--- src/rtl/ipc_mailbox_pkg.sv ---
package ipc_mailbox_pkg;
  localparam int unsigned NUM_LANES = 2;
  localparam int unsigned LANE_FWD  = 0;  // main -> second
  localparam int unsigned LANE_REV  = 1;  // second -> main
  localparam int unsigned MSTAT_W   = 4;
  localparam int unsigned SSTAT_W   = 2;
endpackage

--- src/rtl/ipc_mbox_lane.sv ---
module ipc_mbox_lane #(
  parameter int unsigned DATA_W = 8
) (
  input  logic              clk,
  input  logic              rst,
  input  logic              clr_flags,
  input  logic              wr,
  input  logic [DATA_W-1:0] wdata,
  input  logic              rd,
  output logic [DATA_W-1:0] rdata,
  output logic              sent,
  output logic              taken
);
  logic [DATA_W-1:0] latch_q;

  always_ff @(posedge clk) begin
    if (rst) begin
      latch_q <= '0;
      rdata   <= '0;
    end else begin
      if (wr) latch_q <= wdata;
      if (rd) rdata   <= latch_q;
    end
  end

  always_ff @(posedge clk) begin
    if (rst || clr_flags) begin
      sent  <= 1'b0;
      taken <= 1'b0;
    end else if (wr) begin
      sent  <= 1'b1;
      taken <= 1'b0;
    end else if (rd) begin
      sent  <= 1'b0;
      taken <= 1'b1;
    end
  end
endmodule

--- src/rtl/ipc_nmi_pulse.sv ---
module ipc_nmi_pulse (
  input  logic clk,
  input  logic rst,
  input  logic trig,
  output logic pulse
);
  always_ff @(posedge clk) begin
    if (rst) pulse <= 1'b0;
    else     pulse <= trig;
  end
endmodule

--- src/rtl/ipc_mailbox.sv ---
module ipc_mailbox
  import ipc_mailbox_pkg::*;
#(
  parameter int unsigned DATA_W      = 8,
  parameter bit          SUB_PRESENT = 1'b1
) (
  input  logic              clk,
  input  logic              rst,
  input  logic              m_wr,
  input  logic              m_rd,
  input  logic [DATA_W-1:0] m_wdata,
  input  logic              s_wr,
  input  logic              s_rd,
  input  logic [DATA_W-1:0] s_wdata,
  input  logic              s_rst,
  output logic [DATA_W-1:0] m_rdata,
  output logic [DATA_W-1:0] s_rdata,
  output logic [3:0]        m_status,
  output logic [1:0]        s_status,
  output logic              s_nmi
);
  logic              lane_wr    [NUM_LANES];
  logic              lane_rd    [NUM_LANES];
  logic [DATA_W-1:0] lane_wdata [NUM_LANES];
  logic [DATA_W-1:0] lane_rdata [NUM_LANES];
  logic              lane_sent  [NUM_LANES];
  logic              lane_taken [NUM_LANES];

  assign lane_wr[LANE_FWD]    = m_wr;
  assign lane_rd[LANE_FWD]    = s_rd;
  assign lane_wdata[LANE_FWD] = m_wdata;
  assign lane_wr[LANE_REV]    = s_wr;
  assign lane_rd[LANE_REV]    = m_rd;
  assign lane_wdata[LANE_REV] = s_wdata;

  for (genvar i = 0; i < NUM_LANES; i++) begin : g_lane
    ipc_mbox_lane #(.DATA_W(DATA_W)) u_lane (
      .clk       (clk),
      .rst       (rst),
      .clr_flags (s_rst),
      .wr        (lane_wr[i]),
      .wdata     (lane_wdata[i]),
      .rd        (lane_rd[i]),
      .rdata     (lane_rdata[i]),
      .sent      (lane_sent[i]),
      .taken     (lane_taken[i])
    );
  end

  assign s_rdata = lane_rdata[LANE_FWD];
  assign m_rdata = lane_rdata[LANE_REV];

  // main word carries second-taken and second-sent on bits 3 and 2
  assign m_status = {lane_taken[LANE_FWD], lane_sent[LANE_REV], 2'b00};

  if (SUB_PRESENT) begin : g_sub_stat
    assign s_status = {lane_taken[LANE_REV], lane_sent[LANE_FWD]};
  end else begin : g_no_sub_stat
    assign s_status = '0;
  end

  ipc_nmi_pulse u_nmi (
    .clk   (clk),
    .rst   (rst),
    .trig  (m_wr),
    .pulse (s_nmi)
  );
endmodule

--- config.mk ---
export PLATFORM = sky130hd
export DESIGN_NAME = ipc_mailbox
export DESIGN_NICKNAME = d
export VERILOG_FILES = /design/src/rtl/ipc_mailbox_pkg.sv /design/src/rtl/ipc_mbox_lane.sv /design/src/rtl/ipc_nmi_pulse.sv /design/src/rtl/ipc_mailbox.sv
export SDC_FILE = /design/constraint.sdc
export NUM_CORES = 1
export LEC_CHECK = 0
export BUFFER_PORTS_ARGS = -buffer_cell sky130_fd_sc_hd__buf_2
export CORE_ASPECT_RATIO = 0.7
export CORE_MARGIN = 5
export CORE_UTILIZATION = 35
export DETAILED_ROUTE_END_ITERATION = 6
export PLACE_DENSITY_LB_ADDON = 0.2
export SYNTH_ARGS = -nofsm -noshare
export SYNTH_HDL_FRONTEND = slang
export SYNTH_SLANG_ARGS = --single-unit
export TNS_END_PERCENT = 5
--- constraint.sdc ---
create_clock -name clk -period 0.8 [get_ports clk]
set_input_delay 0.04 -clock clk [delete_from_list [all_inputs] [get_ports clk]]
set_output_delay 0.04 -clock clk [all_outputs]
set_load 0.05 [all_outputs]
==> results by stage <==
Outcome:
- The flow ran to the end, but the final reports show violations.
- The final reports fail on setup timing.

Yosys:
- After technology mapping, the gate count stands at 128.
- The post-synthesis async set-or-reset flop share is 0%.
- The synthesized design contains 0 enable-type register cells.
- The leading area contributor after synthesis is dfxtp_1.
- After synthesis, the most frequently instantiated cells are dfxtp_1 (37), nor2_1 (35), mux2i_1 (32).
- The cell area after technology mapping is roughly 1400 µm².
- The library cell with the highest instance count after synthesis is dfxtp_1.
- Sequential elements use 54.61% of the synthesized area.
- After synthesis the netlist holds a flip-flop and latch count of 37.
- Among all flip-flop cells after synthesis, the most frequent one is dfxtp_1.
- Summed over its instances, the top area cell type makes up about 55% of the synthesized netlist area.
- The number of warnings issued by yosys is 0.
- The average instance in the mapped netlist occupies approximately 11 µm².
- Sorting the synthesized cells by area gives the leading types as dfxtp_1 (55%), mux2i_1 (24%), nor2_1 (9.7%).
- Synthesis instantiated 12 different standard cells from the library.

GRT:
- Global routing consumed, over all layers together, roughly an eighth of the routing resources.
- The leftover overflow at the end of global routing is 0.
- The largest net degree at the start of global routing is 18.
- The number of antenna violations at the first check in global routing is 0.
- The first global-routing pass estimated 4774 µm of wire.
- The via count of the first global-routing pass is approximately 1.0k.

Power:
- The worst-case IR drop observed on VDD is 0.001137 V.
- The completed layout was analyzed and its total power is 4.188 mW.
- For this design the ratio of total power to cell area is around 2100 nW/µm².
- The total leakage power is 0.9199 nW.

Detailed routing:
- In this run the remaining antenna-violating nets after routing total 0.
- The average vias per placed instance is 4.388.
- The final routed wire length divided by cell count is 12.83 µm.
- The final routed DRC violation total is 0.
- Detailed routing inserted a total of around 1000 vias.
- The first-pass detailed-route iteration total is 2.
- The final layout contains routed wiring with a total length of 2875 µm.
- The number of violations reported at the end of detailed-routing iteration 0 is 53.

Clock tree:
- TritonCTS built the clock tree.
- The total number of clock tree sinks is 37.
- The maximum number of buffers from clock root to sink is 2.
- The H-tree was split into 2 levels.
- The later pin in the worst-skew pair is clocked with a latency of 0.28 ns.
- Counting the buffers created by CTS gives 5.
- The clock root buffer is clkbuf_8.
- The clock-pin slew reported for the worst setup and hold paths after clock tree synthesis is 0.07 ns.
- Buffers added to address setup during post-CTS repair amount to 0.

Die:
- Once the floorplan was initialized, standard cells occupied 37.41% of the core.
- The initialized floorplan defines 18 standard-cell rows.
- The die is 84.41 µm wide.
- The number of I/O pins is between 40 and 50.
- The die covers 5240 µm².
- The floorplan step defined a core boundary enclosing 3626 µm².
- Measured along the y axis, the die boundary spans 62.08 µm.

Timing:
- On the final layout, the worst clock skew is 0.007820 ns.
- The aggregate negative setup slack is -0.2153 ns.
- Setup repair after global routing could not meet its margin everywhere.
- The smallest hold slack is 0.006550 ns.
- The number of setup violations in the final report is 18.
- The achievable clock frequency is 1209 MHz.
- The number of hold violations in the final report is 0.
- The final critical delay including setup and external delays is ~0.83 ns.
- The ratio of final minimum period to clock period is 103.4%.
- Across all setup checks in the final design, the least slack found is -0.02687 ns.
- The number of slew-limit violations in the final report came to 0.

Flow run:
- The max-capacitance violation count is 0.

Setup path:
- The number of buffers and inverters on the critical path is 1.
- STA puts the critical path data arrival time at around 0.79 ns.
- Traced cell by cell, the critical path runs through buf_8.
- The critical-path maximum fanout is 2.
- STA classifies the critical path endpoint as a primary output.
- The endpoint required time on the critical path is 0.76 ns.
- The largest individual stage delay along the critical path comes from the cell dfxtp_2.
- Broken down by cell family, the worst path's largest delay share belongs to flip-flops.
- The delay of the slowest critical-path stage is 0.36 ns.
- The kind of launch point of the worst setup path is a register.
- The type of the worst setup path is register to primary output.

Place:
- The placer congestion estimate is between 0.6 and 0.7.
- After legalization and detailed placement, the total HPWL measured 1985 µm.
- Buffers placed on the I/O ports in this run total 43.

Finish:
- The number of diodes is 0.
- The share of the core filled with cells in the final layout is 54.07%.
- For this run, the post-layout net count is 196.
- The area growth from synthesis to final layout is 44.56%.
- The fraction of final layout cells sized beyond drive strength 1 is 43.68%.

Worst hold path:
- In this run the worst hold path is classified as input port to register.
[repair_timing]
item	4_1_cts	5_1_grt
setup endpoints to repair	21	21
hold buffers	6	0
hold endpoints to repair	6	0
resized for setup	79	3
[flip-flops by register name (all words and copies together), names as in the netlist]
signal,flops
g_lane.u_lane.sent,2
g_lane.u_lane.rdata,16
g_lane.u_lane.taken,2
g_lane.u_lane.latch_q,16
u_nmi.pulse,1
[metrics by stage]
| step | std cells | setup WS, ns | cell area, µm² |
|---|---|---|---|
| after floorplan | 129 | -0.08199 | 1361 |
| after global placement | 210 | 0.09728 | 1553 |
| after detailed placement | 210 | 0.06090 | 1553 |
| after CTS | 224 | -0.03490 | 1949 |
| after global routing | 224 | -0.05900 | 1961 |
| final | 224 | -0.02687 | 1961 |
[cells by family (layout without fill, tap and decap cells)]
kind of cell | Yosys count | count (layout) | share of synthesized area, %
AO/OA/AOI/OAI | 2 | 2 | 0.7380
AND/OR/NAND/NOR | 40 | 40 | 12.73
other | 1 | 2 | 0.2765
multiplexers | 32 | 32 | 23.62
buffers and inverters | 16 | 61 | 8.026
flip-flops | 37 | 37 | 54.61
[placed cells by master (no fill, tap or decap)]
master	count
nor2_1	35
mux2i_1	32
buf_2	22
dfxtp_2	21
buf_8	20
dfxtp_1	16
clkbuf_8	6
dlygate4sd3_1	6
inv_1	2
nand2b_1	2
a21oi_1	2
nor3_2	2
conb_1	2
buf_4	2
or2_4	1
bufinv_16	1
clkbuf_1	1
buf_6	1
[per-layer routing]
layer	global-route usage, %	vias to the layer above	share of wire [%]
met3	4.348	4	5.7
met1	13.11	459	41
met2	20.45	25	51
met4	6.772	0	1.9
met5	0	-	0
li1	-	495	-
[area by class of cell]
class,count,area [µm²]
Inverter,2,7.507
Timing Repair Buffer,51,496.7
Clock buffer,7,86.33
Fill cell,328,1665
Tap cell,50,62.56
Multi-Input combinational cell,76,510.5
Sequential cell,37,767.0
Clock inverter,1,30.03
[where the power goes]
| part | switching [mW] | internal, mW | leakage [nW] |
|---|---|---|---|
| combinational | 0.314 | 0.254 | 0.549 |
| clock | 0.612 | 1.02 | 0.0585 |
| sequential | 0.0567 | 1.94 | 0.313 |
[final timing paths]
path,start,slack [ns],to,cells after the start
worst max-delay path,g_lane[0].u_lane.rdata[4],-0.03,s_rdata[4],1
worst min register to register,g_lane[0].u_lane.sent,0.48,g_lane[0].u_lane.sent,2
worst max register to register,g_lane[1].u_lane.rdata[4],0.14,g_lane[1].u_lane.rdata[4],2
worst min-delay path,m_wdata[0],0.007,g_lane[0].u_lane.latch_q[0],3
(Power assumes the default switching activity.)
